==> config.mk <==
export PLATFORM = sky130hd
export DESIGN_NAME = conf_host_port
export DESIGN_NICKNAME = d
export VERILOG_FILES = /design/src/rtl/conf_port_pkg.sv /design/src/rtl/conf_strobe_sync.sv /design/src/rtl/conf_cmd_decoder.sv /design/src/rtl/conf_chan_table.sv /design/src/rtl/conf_host_port.sv
export SDC_FILE = /design/constraint.sdc
export NUM_CORES = 1
export LEC_CHECK = 0
export BUFFER_PORTS_ARGS = -buffer_cell sky130_fd_sc_hd__buf_2
export CAP_MARGIN = 40
export CELL_PAD_IN_SITES_DETAIL_PLACEMENT = 2
export CELL_PAD_IN_SITES_GLOBAL_PLACEMENT = 2
export CORE_ASPECT_RATIO = 1.1
export CORE_MARGIN = 2
export CORE_UTILIZATION = 42
export DETAILED_ROUTE_END_ITERATION = 7
export PLACE_DENSITY_LB_ADDON = 0.25
export SLEW_MARGIN = 20
export SYNTH_ARGS = -nofsm -noshare
export SYNTH_HDL_FRONTEND = slang
export SYNTH_SLANG_ARGS = --single-unit
==> constraint.sdc <==
create_clock -name clk -period 3 [get_ports clk]
set_input_delay 0.3 -clock clk [delete_from_list [all_inputs] [get_ports clk]]
set_output_delay 0.3 -clock clk [all_outputs]
set_load 0.02 [all_outputs]
==> src/rtl/conf_port_pkg.sv <==
package conf_port_pkg;
  typedef struct packed {
    logic [3:0] mode;
    logic [1:0] att;
    logic [1:0] thr;
    logic       tone;
    logic       start;
  } chan_entry_t;

  localparam logic [3:0] OP_CONNECT = 4'b0111;
  localparam logic [3:0] OP_TRANSP  = 4'b0011;
  localparam logic [3:0] OP_DISCON  = 4'b1111;
  localparam logic [3:0] OP_MODESEL = 4'b0101;
  localparam logic [3:0] OP_STATUS  = 4'b0110;

  localparam logic [3:0] MODE_NONE   = 4'b0000;
  localparam logic [3:0] MODE_TRANSP = 4'b1111;
endpackage

==> src/rtl/conf_strobe_sync.sv <==
module conf_strobe_sync #(
  parameter int STAGES = 2
) (
  input  logic       clk,
  input  logic       rst_n,
  input  logic       wr_n,
  input  logic       cs_n,
  input  logic       cd,
  input  logic [7:0] din,
  output logic       evt,
  output logic       evt_cd,
  output logic [7:0] evt_data
);
  logic [STAGES-1:0] chain;
  logic              wr_s, wr_q;
  logic [7:0]        cap_data, cap_data_n;
  logic              cap_cd, cap_cd_n, cap_sel, cap_sel_n;

  always_ff @(posedge clk or negedge rst_n) begin
    if (!rst_n) chain[0] <= 1'b1;
    else        chain[0] <= wr_n;
  end

  generate
    for (genvar i = 1; i < STAGES; i++) begin : g_stage
      always_ff @(posedge clk or negedge rst_n) begin
        if (!rst_n) chain[i] <= 1'b1;
        else        chain[i] <= chain[i-1];
      end
    end
  endgenerate

  assign wr_s = chain[STAGES-1];

  always_comb begin
    cap_data_n = cap_data;
    cap_cd_n   = cap_cd;
    cap_sel_n  = cap_sel;
    if (!wr_s) begin
      cap_data_n = din;
      cap_cd_n   = cd;
      cap_sel_n  = ~cs_n;
    end
  end

  always_ff @(posedge clk or negedge rst_n) begin
    if (!rst_n) begin
      wr_q     <= 1'b1;
      cap_data <= '0;
      cap_cd   <= 1'b0;
      cap_sel  <= 1'b0;
    end else begin
      wr_q     <= wr_s;
      cap_data <= cap_data_n;
      cap_cd   <= cap_cd_n;
      cap_sel  <= cap_sel_n;
    end
  end

  assign evt      = wr_s & ~wr_q & cap_sel;
  assign evt_cd   = cap_cd;
  assign evt_data = cap_data;
endmodule

==> src/rtl/conf_cmd_decoder.sv <==
module conf_cmd_decoder
  import conf_port_pkg::*;
#(
  parameter int NCHAN = 32,
  parameter int NCONF = 10,
  localparam int CHW  = $clog2(NCHAN)
) (
  input  logic            clk,
  input  logic            rst_n,
  input  logic            evt,
  input  logic            evt_cd,
  input  logic [7:0]      evt_data,
  output logic            tbl_we,
  output logic [CHW-1:0]  tbl_wchan,
  output chan_entry_t     tbl_wentry,
  output logic            mode_we,
  output logic            mode_extra,
  output logic [1:0]      mode_fmt,
  output logic            stat_set,
  output logic            stat_clr,
  output logic [CHW-1:0]  stat_chan
);
  logic [7:0] byte_old, byte_old_n, byte_new, byte_new_n;
  logic [1:0] cnt, cnt_n;
  logic [3:0] op;
  logic       conf_ok;
  logic       unused_bits;

  assign op      = evt_data[3:0];
  assign conf_ok = (byte_old[3:0] != 4'd0) && (byte_old[3:0] <= 4'(NCONF));
  assign unused_bits = ^{byte_old[7:5], byte_new[7:6]};

  always_comb begin
    byte_old_n = byte_old;
    byte_new_n = byte_new;
    cnt_n      = cnt;
    tbl_we     = 1'b0;
    tbl_wchan  = byte_new[CHW-1:0];
    tbl_wentry = '0;
    mode_we    = 1'b0;
    mode_extra = evt_data[6];
    mode_fmt   = evt_data[5:4];
    stat_set   = 1'b0;
    stat_clr   = 1'b0;
    stat_chan  = byte_new[CHW-1:0];
    if (evt && !evt_cd) begin
      byte_old_n = byte_new;
      byte_new_n = evt_data;
      cnt_n      = (cnt == 2'd2) ? 2'd2 : cnt + 2'd1;
      stat_clr   = 1'b1;
    end else if (evt && evt_cd) begin
      cnt_n = 2'd0;
      unique case (op)
        OP_CONNECT: if (cnt == 2'd2 && conf_ok) begin
          tbl_we           = 1'b1;
          tbl_wentry.mode  = byte_old[3:0];
          tbl_wentry.start = byte_old[4];
          tbl_wentry.tone  = byte_new[5];
          tbl_wentry.att   = evt_data[7:6];
          tbl_wentry.thr   = evt_data[5:4];
        end
        OP_TRANSP: if (cnt != 2'd0) begin
          tbl_we          = 1'b1;
          tbl_wentry.mode = MODE_TRANSP;
          tbl_wentry.att  = evt_data[7:6];
          tbl_wentry.thr  = evt_data[5:4];
        end
        OP_DISCON: if (cnt != 2'd0) begin
          tbl_we = 1'b1;
        end
        OP_MODESEL: mode_we = 1'b1;
        OP_STATUS: if (cnt != 2'd0) begin
          stat_set = 1'b1;
        end
        default: ;
      endcase
    end
  end

  always_ff @(posedge clk or negedge rst_n) begin
    if (!rst_n) begin
      byte_old <= '0;
      byte_new <= '0;
      cnt      <= '0;
    end else begin
      byte_old <= byte_old_n;
      byte_new <= byte_new_n;
      cnt      <= cnt_n;
    end
  end
endmodule

==> src/rtl/conf_chan_table.sv <==
module conf_chan_table
  import conf_port_pkg::*;
#(
  parameter int NCHAN = 32,
  localparam int CHW  = $clog2(NCHAN)
) (
  input  logic           clk,
  input  logic           rst_n,
  input  logic           we,
  input  logic [CHW-1:0] wchan,
  input  chan_entry_t    wentry,
  input  logic [CHW-1:0] rsel_a,
  output chan_entry_t    rdata_a,
  input  logic [CHW-1:0] rsel_b,
  output chan_entry_t    rdata_b
);
  chan_entry_t entries [NCHAN];

  generate
    for (genvar c = 0; c < NCHAN; c++) begin : g_entry
      always_ff @(posedge clk or negedge rst_n) begin
        if (!rst_n) begin
          entries[c] <= '0;
        end else if (we && (wchan == CHW'(c))) begin
          entries[c] <= wentry;
        end
      end
    end
  endgenerate

  assign rdata_a = entries[rsel_a];
  assign rdata_b = entries[rsel_b];
endmodule

==> src/rtl/conf_host_port.sv <==
module conf_host_port
  import conf_port_pkg::*;
#(
  parameter int NCHAN       = 32,
  parameter int NCONF       = 10,
  parameter int SYNC_STAGES = 2,
  localparam int CHW        = $clog2(NCHAN)
) (
  input  logic             clk,
  input  logic             rst_n,
  input  logic             law_a,
  input  logic             host_cs_n,
  input  logic             host_rd_n,
  input  logic             host_wr_n,
  input  logic             host_cd,
  input  logic [7:0]       bus_in,
  output logic [7:0]       bus_out,
  output logic             bus_oe,
  input  logic [NCONF-1:0] ovf_flags,
  input  logic [CHW-1:0]   tbl_sel,
  output logic [3:0]       tbl_mode,
  output logic [1:0]       tbl_att,
  output logic [1:0]       tbl_thr,
  output logic             tbl_tone,
  output logic             tbl_start,
  output logic [1:0]       fmt_bits,
  output logic             extra_bit
);
  logic           host_evt, evt_cd;
  logic [7:0]     evt_data;
  logic           tbl_we, mode_we, mode_extra, stat_set, stat_clr;
  logic [1:0]     mode_fmt;
  logic [CHW-1:0] tbl_wchan, stat_chan_d;
  chan_entry_t    tbl_wentry, sel_entry, stat_entry;

  logic           fmt_written, fmt_written_n;
  logic [1:0]     fmt_reg, fmt_reg_n;
  logic           extra_reg, extra_reg_n;
  logic           stat_on, stat_on_n;
  logic [CHW-1:0] stat_chan, stat_chan_n;
  logic [15:0]    ovf_ext;

  conf_strobe_sync #(.STAGES(SYNC_STAGES)) u_sync (
    .clk(clk), .rst_n(rst_n), .wr_n(host_wr_n), .cs_n(host_cs_n),
    .cd(host_cd), .din(bus_in),
    .evt(host_evt), .evt_cd(evt_cd), .evt_data(evt_data)
  );

  conf_cmd_decoder #(.NCHAN(NCHAN), .NCONF(NCONF)) u_dec (
    .clk(clk), .rst_n(rst_n), .evt(host_evt), .evt_cd(evt_cd),
    .evt_data(evt_data), .tbl_we(tbl_we), .tbl_wchan(tbl_wchan),
    .tbl_wentry(tbl_wentry), .mode_we(mode_we), .mode_extra(mode_extra),
    .mode_fmt(mode_fmt), .stat_set(stat_set), .stat_clr(stat_clr),
    .stat_chan(stat_chan_d)
  );

  conf_chan_table #(.NCHAN(NCHAN)) u_tbl (
    .clk(clk), .rst_n(rst_n), .we(tbl_we), .wchan(tbl_wchan),
    .wentry(tbl_wentry), .rsel_a(tbl_sel), .rdata_a(sel_entry),
    .rsel_b(stat_chan), .rdata_b(stat_entry)
  );

  always_comb begin
    fmt_written_n = fmt_written;
    fmt_reg_n     = fmt_reg;
    extra_reg_n   = extra_reg;
    stat_on_n     = stat_on;
    stat_chan_n   = stat_chan;
    if (mode_we) begin
      fmt_written_n = 1'b1;
      fmt_reg_n     = mode_fmt;
      extra_reg_n   = mode_extra;
    end
    if (stat_set) begin
      stat_on_n   = 1'b1;
      stat_chan_n = stat_chan_d;
    end else if (stat_clr) begin
      stat_on_n = 1'b0;
    end
  end

  always_ff @(posedge clk or negedge rst_n) begin
    if (!rst_n) begin
      fmt_written <= 1'b0;
      fmt_reg     <= 2'b00;
      extra_reg   <= 1'b0;
      stat_on     <= 1'b0;
      stat_chan   <= '0;
    end else begin
      fmt_written <= fmt_written_n;
      fmt_reg     <= fmt_reg_n;
      extra_reg   <= extra_reg_n;
      stat_on     <= stat_on_n;
      stat_chan   <= stat_chan_n;
    end
  end

  assign fmt_bits  = fmt_written ? fmt_reg : (law_a ? 2'b01 : 2'b11);
  assign extra_bit = extra_reg;

  always_comb begin
    ovf_ext = '0;
    ovf_ext[NCONF-1:0] = ovf_flags;
  end

  always_comb begin
    if (stat_on)      bus_out = {stat_entry.mode, stat_entry.att, stat_entry.thr};
    else if (host_cd) bus_out = ovf_ext[15:8];
    else              bus_out = ovf_ext[7:0];
  end

  assign bus_oe = rst_n & ~host_cs_n & ~host_rd_n;

  assign tbl_mode  = sel_entry.mode;
  assign tbl_att   = sel_entry.att;
  assign tbl_thr   = sel_entry.thr;
  assign tbl_tone  = sel_entry.tone;
  assign tbl_start = sel_entry.start;
endmodule

==> results of run 1 <==
worst max-delay path by stage:
stage                                           to  cells past startpoint
floorplan                               bus_out[2]                      7
global placement    u_tbl.entries[247]$_DFFE_PN0P_                      8
detailed placement                      bus_out[3]                      6
CTS                                     bus_out[1]                      6
global route                            bus_out[1]                      6
finish                                  bus_out[1]                      6
cells in the mapped netlist (all sizes together):
cell type / number
o21ai: 14
mux2i: 41
o221ai: 12
nor3: 2
nor2b: 12
clkbuf: 66
a211oi: 4
and2: 3
nand3b: 1
buf: 31
or4: 1
a222oi: 2
nand3: 6
dfrtp: 353
a31o: 2
nor2: 7
a2111oi: 32
o2111ai: 4
xnor2: 1
mux4: 152
o22ai: 6
o211ai: 1
ha: 3
nand2b: 7
inv: 12
or4b: 1
nand2: 29
or2: 3
dfstp: 3
nand4: 2
nor3b: 2
a21oi: 5
mux2: 372
and4b: 1
final cells by class:
cell class              instances  area, um^2
clock inverters                16       142.6
inverters                      12       45.04
fillers                      3973       22190
multi-input cells             728        9899
clock buffers                  54        1105
well taps                     581       726.9
flip-flops and latches        356        8925
repair buffers                161        1662
through the flow:
step	area [um^2]	total power, mW
2_1_floorplan	19070	5.934
5_1_grt	22510	11.74
3_5_place_dp	20750	6.453
3_3_place_gp	20750	6.402
6_report	22510	11.33
4_1_cts	22410	11.43
power groups by stage:
| stage | logic (mW) | clock network [mW] | registers (mW) |
|---|---|---|---|
| floorplan | 0.892 | 0 | 5.04 |
| global placement | 1.28 | 0 | 5.12 |
| detailed placement | 1.32 | 0 | 5.13 |
| CTS | 1.43 | 4.95 | 5.05 |
| global route | 1.53 | 5.13 | 5.07 |
| finish | 1.44 | 4.84 | 5.06 |
metal layers:
layer | GRT usage | vias to the layer above | part of all wire
li1 | - | 4870 | -
met1 | 0.3438 | 6690 | 0.41
met2 | 0.4785 | 281 | 0.53
met3 | 0.03118 | 114 | 0.032
met4 | 0.08410 | 0 | 0.030
met5 | 0 | - | 0
cell families after synthesis:
family          count (synthesis)  synth area share
mux                           565            0.4207
flops                         356            0.4674
buf+inv                       109           0.02343
compound gates                 82           0.06536
simple gates                   77           0.02067
fa+ha+maj                       3          0.001969
xor+xnor                        1         0.0004594
critical path: stages (launching register included):
cell	delay, ps
dfrtp_4	540
buf_16	180
mux2i_1	120
mux4_2	520
a222oi_1	440
a31o_2	240
buf_6	120
repair_timing:
item / 4_1_cts / 5_1_grt
gates resized for setup: 32 / 17
pin swaps: 4 / 9
endpoints found under the hold margin: 46 / 0
setup endpoints to repair: 8 / 13
hold buffers: 11 / 0
gates cloned: 2 / 1
buffers inserted: 11 / 3
==> results.md, run 1 <==
- Switching share of power: 0.2823
- Hold Crit Endpoint: u_sync.evt_cd$_DFFE_PN0N_
- CTS root buffer: clkbuf_16
- RSZ-0062 raised after global routing: true
- Pwr Density: 503.6 nW/um^2
- Failing checks: negative setup slack
- Number of cells on the worst reg-to-reg path: 8
- CP required: 2700 ps
- Worst Hold Launch: host_cd
- Routability cong.: 0.7646
- Largest net degree at the start of global routing: 114
- Mapped cell area: 19070 um^2
- Syn nets: 1226
- Final setup viols: 2
- Wirelength per Cell: 32.13 um
- Sequential Power Share: 0.446
- Diodes inserted: 0
- Period minus WS final: 3019 ps
- Rel. slew slack: 0.4348
- Hold Slack: 52.77 ps
- Clock power share: 0.427
- Maximum Capacitance Violations: 0
- Setup WS pre-CTS: 225.6 ps
- Clk sinks: 356
- Cell Rows: 81
- Total internal power: 8.135 mW
- CP endpoint kind: primary output
- PortBufs: 51
- Post-synth top area share: 0.4633
- Max reg flops: 320
- RR Startpoint: u_dec.cnt[0]$_DFFE_PN0P_
- Critical-path maximum fanout: 9
- ANT nets after route: 0
- Least-Margin Pin Slew: 846.6 ps
- GRT Overall Usage: 0.2682
- Finished Core Util: 0.5035
- Final worst slack: -18.62 ps
- Cell Count, Final, Fillers Out: 1908
- Status: finished, violations left
- Initial Util: 0.4266
- Synth unique cells: 39
- Hold Fails Final Rpt: 0
- Reg clk slew, reported paths: 60 ps
- Peak supply drop: 350.9 uV
- Reg2reg end: u_tbl.entries[40]$_DFFE_PN0P_
- H-tree Lvls: 2
- IO Pins: 52
- Worst Clk Skew: 23.09 ps
- Avg Cell Area, Syn: 15.98 um^2
- Final #Nets: 1333
- Vias per cell: 6.266
- Worst EP arrival: 2720 ps
- Core Area: 44690 um^2
- Fmax: 331.3 MHz
- Tightest Hold Check Type: in2reg
- DRT Pass-1 Iters: 7
- Yosys warning count: 0
- Sequential area share after synthesis: 0.4674
- Gr ovfl total: 0
- Max-slew violations: 0
- HPWL Detailed: 37960 um
- Crit. Startpoint: stat_chan[1]$_DFFE_PN0P_
- Clock Path Buffers: 3
- Gate Count Post-Synth: 1193
- CP Launch Type: flip-flop
- Iter 0 DRT Violations: 805
- Final worst-path cycle share: 1.006
- DP Cell Count: 1811
- Flop2flop setup slack: 230 ps
- Die Y: 227.5 um
- Comb power frac: 0.127
- P_sw: 3.200 mW
- Area leader, netlist: dfrtp_1
- Die width: 207.2 um
- Layout cells sized above 1: 0.5901
- Post-route setup TNS: -19.03 ps
- Total die area: 47120 um^2
- CTS buffer count: 41
- Main area contributors after synthesis: dfrtp_1 (46%), mux2_2 (20%), mux4_2 (18%)
- Clk_lat worst skew: 570 ps
- Post-synthesis register bit count: 356
- Residual DRC count: 0
- Top reg by flops: u_tbl.entries
- Most frequent cells in the layout: dfrtp_1 (349), mux2_2 (343), mux4_2 (152)
- Worst Hold Depth: 2
- First-pass GRT wire length: 94020 um
- Most common cell after layout, fill and taps aside: dfrtp_1
- CP Class: reg2out
- Vias in the first global route: 13690
- LEAKAGE: 9.669 nW
- CTS tree: built
- Synth-to-layout area growth: 18.02%
- Drt total wl: 61300 um
- Vias: 11960
- Initial antenna violation count: 1
Power figures use the tool's default switching activity.
==> inputs of run 2 (changes only) <==
--- a/config.mk
+++ b/config.mk
@@ -11,9 +11,10 @@
 export CELL_PAD_IN_SITES_GLOBAL_PLACEMENT = 2
 export CORE_ASPECT_RATIO = 1.1
 export CORE_MARGIN = 2
-export CORE_UTILIZATION = 42
+export CORE_UTILIZATION = 35
 export DETAILED_ROUTE_END_ITERATION = 7
 export PLACE_DENSITY_LB_ADDON = 0.25
+export SETUP_SLACK_MARGIN = 0.05
 export SLEW_MARGIN = 20
 export SYNTH_ARGS = -nofsm -noshare
 export SYNTH_HDL_FRONTEND = slang
==> run 2 against run 1 <==
  * The flow still finishes with violations (negative setup slack)
  * Register-to-register slack better by 80 ps
  * First-iteration DRC count fell by 6.8%
  * Die area is 20% higher
  * Core utilization is 7.7 points lower
  * Fmax is 1.5% lower
  * Combinational power barely moved
  * Wire length is 3.3% lower
  * Via count down 2.0%
  * Worst hold slack improved by 170 ps
==> results.md, run 2 (same netlist as run 1, synthesis figures left out) <==
- Status: finished, violations left
- Failing checks: negative setup slack
- Die width: 226.6 um (+9.4%)
- Cell Rows: 89 (+9.9%)
- CP Class: reg2out
- Final worst-path cycle share: 1.021 (+0.01512)
- CP Launch Type: flip-flop
- H-tree Lvls: 2 (unchanged)
- CTS root buffer: clkbuf_16
- Max-slew violations: 0 (unchanged)
- Final #Nets: 1342 (+0.68%)
- Clk sinks: 356 (unchanged)
- Iter 0 DRT Violations: 750 (-6.8%)
- Largest net degree at the start of global routing: 83 (-27%)
- CTS buffer count: 41 (unchanged)
- Post-DP Area: 20960 um^2 (+1.0%)
- Reg clk slew, reported paths: 60 ps (about the same)
- ANT nets after route: 0 (unchanged)
- HPWL Detailed: 37690 um (-0.71%)
- First-pass GRT wire length: 89600 um (-4.7%)
- Fill count: 5066 (+28%)
- Rel. slew slack: 0.4599 (+0.02509)
- Layout cells sized above 1: 0.5979 (+0.007855)
- Post-route setup TNS: -109.6 ps (-90.58 ps)
- Pwr Density: 497.9 nW/um^2 (-1.1%)
- Initial antenna violation count: 0 (-1)
- Initial Util: 0.3545 (-0.07211)
- Top reg by flops: u_tbl.entries
- Die Y: 248.8 um (+9.4%)
- Total die area: 56370 um^2 (+20%)
- Least-Margin Pin Slew: 810.2 ps (-36.41 ps)
- Core Area: 53790 um^2 (+20%)
- DRT Pass-1 Iters: 5 (-2)
- Drt total wl: 59270 um (-3.3%)
- IO Pins: 52 (unchanged)
- Fmax: 326.4 MHz (-1.5%)
- Tightest Hold Check Type: in2reg
- Vias in the first global route: 13190 (-3.7%)
- Vias per cell: 5.667 (-9.6%)
- Wirelength per Cell: 28.67 um (-11%)
- Final worst slack: -63.97 ps (-45.35 ps)
- Most frequent cells in the layout: dfrtp_1 (350), mux2_2 (338), mux4_2 (152)
- Critical-path maximum fanout: 5 (-4)
- Peak supply drop: 301.6 uV (-14%)
- Most common cell after layout, fill and taps aside: dfrtp_1
- Hold Fails Final Rpt: 0 (unchanged)
- Final setup viols: 2 (unchanged)
- Clock Path Buffers: 3 (unchanged)
- CP endpoint kind: primary output
- Gr ovfl total: 0 (unchanged)
- Vias: 11710 (-2.0%)
- CTS tree: built
- Hold Slack: 223.6 ps (+170.8 ps)
- Worst Clk Skew: 17.37 ps (-5.719 ps)
- Design Area, Final: 22950 um^2 (+2.0%)
- Clk_lat worst skew: 570 ps (about the same)
- Synth-to-layout area growth: 20.37%
- Finished Core Util: 0.4267 (-0.07681)
- Worst EP arrival: 2760 ps (+40 ps)
- Period minus WS final: 3064 ps (+45.35 ps)
- Maximum Capacitance Violations: 0 (unchanged)
- Routability cong.: 0.7561 (-1.1%)
- LEAKAGE: 9.780 nW (+1.2%)
- PortBufs: 51 (unchanged)
- RSZ-0062 raised after global routing: true
- Residual DRC count: 0 (unchanged)
- Max reg flops: 320 (unchanged)
- GRT Overall Usage: 0.2171 (-0.05112)
- Setup WS pre-CTS: 298.0 ps (+72.43 ps)
- CP required: 2700 ps (about the same)
## run 2: cell types whose count changed in the layout (fill, tap and decap cells not counted), sizes merged
cell      before  now
buf          148  155
clkbuf        55   64
clkinv         9    7
clkinvlp       5    0
diode          0    1
inv           12   14
## run 2: worst paths after layout
path | end | start | slack [ps] | depth (start not counted)
worst max-delay path | bus_out[1] | stat_chan[1]$_DFFE_PN0P_ | -60 | 7
worst min-delay path | u_sync.evt_cd$_DFFE_PN0N_ | host_cd | 220 | 2
worst max register to register | u_tbl.entries[110]$_DFFE_PN0P_ | u_dec.cnt[0]$_DFFE_PN0P_ | 310 | 8
worst min register to register | u_sync.wr_s$_DFF_PN1_ | u_sync.chain[0]$_DFF_PN1_ | 360 | 0
max in group asynchronous | u_tbl.entries[186]$_DFFE_PN0P_ | rst_n | 1730 | 3
min in group asynchronous | u_sync.evt_data[1]$_DFFE_PN0N_ | rst_n | 270 | 2
## run 2: what timing repair did
action | 4_1_cts | 5_1_grt
cloned | 2 | 2
gates resized for setup | 32 | 32
endpoints found under the hold margin | 54 | 0
endpoints found under the setup margin | 8 | 8
hold buffers | 11 | 0
buffers inserted | 13 | 6
pin swaps | 8 | 13
## run 2: area by class of cell
cell class	instances	area (um^2)	area share
clock inverter	11	112.6	0.004906
antenna	1	2.502	0.0001090
multi-input combinational	728	10020	0.4364
timing repair buffer	170	1749	0.07621
clock buffer	61	1191	0.05190
inverter	12	45.04	0.001962
tap	728	910.9	0.03969
sequential	356	8924	0.3888
## run 2: worst max-delay path: stages, from the launching register on
cell	delay (ps)
dfrtp_4	540
buf_12	160
mux2i_1	110
mux4_2	530
a222oi_1	400
buf_4	200
a31o_4	150
buf_6	110
## run 2: metal layers
layer | GRT usage | routed length [um] | up-vias | part of all wire
met1 | 0.2896 | 25380 | 6475 | 0.43
met4 | 0.08383 | 2130 | 0 | 0.036
li1 | - | - | 4908 | -
met3 | 0.02795 | 2172 | 112 | 0.037
met2 | 0.3597 | 29580 | 218 | 0.50
met5 | 0 | 0 | - | 0
## run 2: report_power, final
group | switching, mW | leakage (nW) | internal [mW] | total, mW
Combinational | 0.956 | 4.22 | 0.489 | 1.45
Sequential | 0.138 | 4.91 | 4.90 | 5.04
Clock | 2.03 | 0.648 | 2.91 | 4.94
## run 2: per-stage QoR
step           power, mW  cells
2_1_floorplan      5.934   1193
3_3_place_gp       6.410   1959
3_5_place_dp       6.459   1959
4_1_cts            11.57   2057
5_1_grt            11.88   2066
6_report           11.43   2067
==> inputs of run 3 (changes only) <==
--- a/config.mk
+++ b/config.mk
@@ -7,8 +7,8 @@
 export LEC_CHECK = 0
 export BUFFER_PORTS_ARGS = -buffer_cell sky130_fd_sc_hd__buf_2
 export CAP_MARGIN = 40
-export CELL_PAD_IN_SITES_DETAIL_PLACEMENT = 2
-export CELL_PAD_IN_SITES_GLOBAL_PLACEMENT = 2
+export CELL_PAD_IN_SITES_DETAIL_PLACEMENT = 0
+export CELL_PAD_IN_SITES_GLOBAL_PLACEMENT = 1
 export CORE_ASPECT_RATIO = 1.1
 export CORE_MARGIN = 2
 export CORE_UTILIZATION = 35
==> run 3 against run 2 <==
  * Fmax shrank 0.93%
  * Die area unchanged
  * Clock-buffer cell count rose by 2
  * Largest power group is now the clock network
  * Highest routed layer unchanged
  * Final area shrank 0.69%
  * Via count down 1.6%
  * Core utilization down 0.29 points
  * First-iteration DRC count decreased by 17%
  * Global-route usage is 1.7 points lower
  * Sequential share of layout area up 0.27 points
  * The flow still finishes with violations (negative setup slack)
  * Combinational power about the same
  * Worst setup slack lost 29 ps
  * Critical endpoint unchanged
  * Cell count up 0.48%
  * Largest cell class unchanged
==> results.md, run 3 (same netlist as run 1, synthesis figures left out) <==
- Failing checks: negative setup slack
- Fill count: 4850 (-4.3%)
- Worst Clk Skew: 22.47 ps (+5.103 ps)
- Flop2flop setup slack: 380 ps (+70 ps)
- RSZ-0062 raised after global routing: true
- Gr ovfl total: 0 (unchanged)
- ANT nets after route: 0 (unchanged)
- Rel. slew slack: 0.4430 (-0.01687)
- Synth-to-layout area growth: 19.54%
- Most frequent cells in the layout: dfrtp_1 (350), mux2_2 (343), mux4_2 (152)
- Final #Nets: 1345 (+0.22%)
- Final worst slack: -92.67 ps (-28.70 ps)
- Worst Hold Depth: 2 (unchanged)
- Vias: 11520 (-1.6%)
- CTS root buffer: clkbuf_16
- Wirelength per Cell: 26.37 um (-8.0%)
- H-tree Lvls: 2 (unchanged)
- Max reg flops: 320 (unchanged)
- Number of cells on the worst reg-to-reg path: 8 (unchanged)
- Worst EP arrival: 2790 ps (+30 ps)
- Clk sinks: 356 (unchanged)
- HPWL Detailed: 34250 um (-9.1%)
- Slowest stage delay, CP: 530 ps (about the same)
- Most common cell after layout, fill and taps aside: dfrtp_1
- Vias per cell: 5.548 (-2.1%)
- Least-Margin Pin Slew: 834.3 ps (+24.08 ps)
- Clock Path Buffers: 3 (unchanged)
- Cell Rows: 89 (unchanged)
- Period minus WS final: 3093 ps (+28.70 ps)
- Pwr Density: 515.3 nW/um^2 (+3.5%)
- Reg clk slew, reported paths: 60 ps (about the same)
- Finished Core Util: 0.4238 (-0.002931)
- Residual DRC count: 0 (unchanged)
- Vias in the first global route: 12120 (-8.1%)
- Layout cells sized above 1: 0.5914 (-0.006525)
- LEAKAGE: 9.785 nW (about the same)
- Slowest CP cell: dfrtp_4
- Final worst-path cycle share: 1.031 (+0.009566)
- Initial Util: 0.3545 (unchanged)
- Routability cong.: 0.7716 (+2.0%)
- Iter 0 DRT Violations: 626 (-17%)
- Die width: 226.6 um (unchanged)
- CP required: 2700 ps (about the same)
- CTS buffer count: 42 (+2.4%)
- First-pass GRT wire length: 82610 um (-7.8%)
- PortBufs: 51 (unchanged)
- IO Pins: 52 (unchanged)
- Critical-path maximum fanout: 5 (unchanged)
- Largest net degree at the start of global routing: 139 (+67%)
- Drt total wl: 54770 um (-7.6%)
- GRT Overall Usage: 0.1998 (-0.01730)
- Maximum Capacitance Violations: 0 (unchanged)
- CP Class: reg2out
- Hold Fails Final Rpt: 0 (unchanged)
- Peak supply drop: 308.1 uV (+2.2%)
- Total die area: 56370 um^2 (unchanged)
- Core Area: 53790 um^2 (unchanged)
- Clk_lat worst skew: 580 ps (about the same)
- Status: finished, violations left
- DRT Pass-1 Iters: 5 (unchanged)
- CP endpoint kind: primary output
- Initial antenna violation count: 2 (+2)
- Max-slew violations: 0 (unchanged)
- Final setup viols: 5 (+3)
- Total Power: 11.75 mW (+2.8%)
- CP Cell Sequence: buf_12, mux2i_1, mux4_2, a222oi_1, a31o_2, buf_6
- Fmax: 323.3 MHz (-0.93%)
- CP Launch Type: flip-flop
- Tightest Hold Check Type: in2reg
- Top reg by flops: u_tbl.entries
- CTS tree: built
- Die Y: 248.8 um (unchanged)
==> run 3: changes by cell type in the layout (fill, tap and decap cells not counted), sizes merged <==
| cell | delta |
|---|---|
| bufinv | +2 |
| clkinvlp | +1 |
| buf | +3 |
| diode | +2 |
| bufbuf | +1 |
| clkinv | +1 |
==> run 3: stage by stage <==
step	hold slack, ps	TNS (ps)	setup slack [ps]	cell area (um^2)	cells
after global routing	165.7	-482.1	-104.7	22790	2075
after CTS	162.3	-453.5	-142.4	22630	2065
after floorplan	4.409	0	279.8	19070	1193
after global placement	228.6	0	339.7	20790	1961
final	171.0	-135.8	-92.67	22790	2077
after detailed placement	236.2	0	347.0	20790	1962
==> run 3: layout make-up <==
| cell class | instances | area (um^2) | area share |
|---|---|---|---|
| clock buffer | 63 | 1221 | 0.05357 |
| antenna | 3 | 7.507 | 0.0003293 |
| clock inverter | 15 | 196.4 | 0.008618 |
| multi-input combinational | 728 | 9891 | 0.4339 |
| timing repair buffer | 172 | 1599 | 0.07015 |
| tap | 728 | 910.9 | 0.03996 |
| inverter | 12 | 45.04 | 0.001976 |
| sequential | 356 | 8924 | 0.3915 |
==> run 3: power by group <==
part / switching [mW] / total (mW) / internal (mW)
clock: 2.11 / 5.28 / 3.17
sequential: 0.122 / 5.02 / 4.90
combinational: 0.940 / 1.44 / 0.499
total: 3.17 / 11.7 / 8.57
==> run 3: final timing paths <==
path	start	end
setup / recovery	stat_chan[1]$_DFFE_PN0P_	bus_out[1]
hold / removal	host_cd	u_sync.evt_cd$_DFFE_PN0N_
setup reg to reg	u_dec.cnt[0]$_DFFE_PN0P_	u_tbl.entries[231]$_DFFE_PN0P_
hold reg to reg	u_sync.chain[0]$_DFF_PN1_	u_sync.wr_s$_DFF_PN1_
max in group asynchronous	rst_n	u_tbl.entries[132]$_DFFE_PN0P_
min in group asynchronous	rst_n	u_tbl.entries[161]$_DFFE_PN0P_
==> run 3: per-layer routing <==
layer / wire length [um] / share of wire / vias to the layer above / global-route usage
met5: 0 / 0 / - / 0
met4: 1752 / 0.032 / 0 / 0.07368
met3: 1874 / 0.034 / 85 / 0.02843
met2: 27270 / 0.50 / 213 / 0.3273
met1: 23880 / 0.44 / 6306 / 0.2694
li1: - / - / 4920 / -
==> run 3: critical path: cells and delay by family (launching register included) <==
family / cells / cell delay, ps
buf+inv: 2 / 270
flops: 1 / 530
mux: 2 / 630
compound gates: 2 / 780
==> run 3: what timing repair did <==
item	4_1_cts	5_1_grt
hold buffers	11	0
hold endpoints to repair	49	0
endpoints found under the setup margin	8	8
pin swaps	8	9
setup buffers	11	9
resized for setup	30	16
gates cloned	3	1
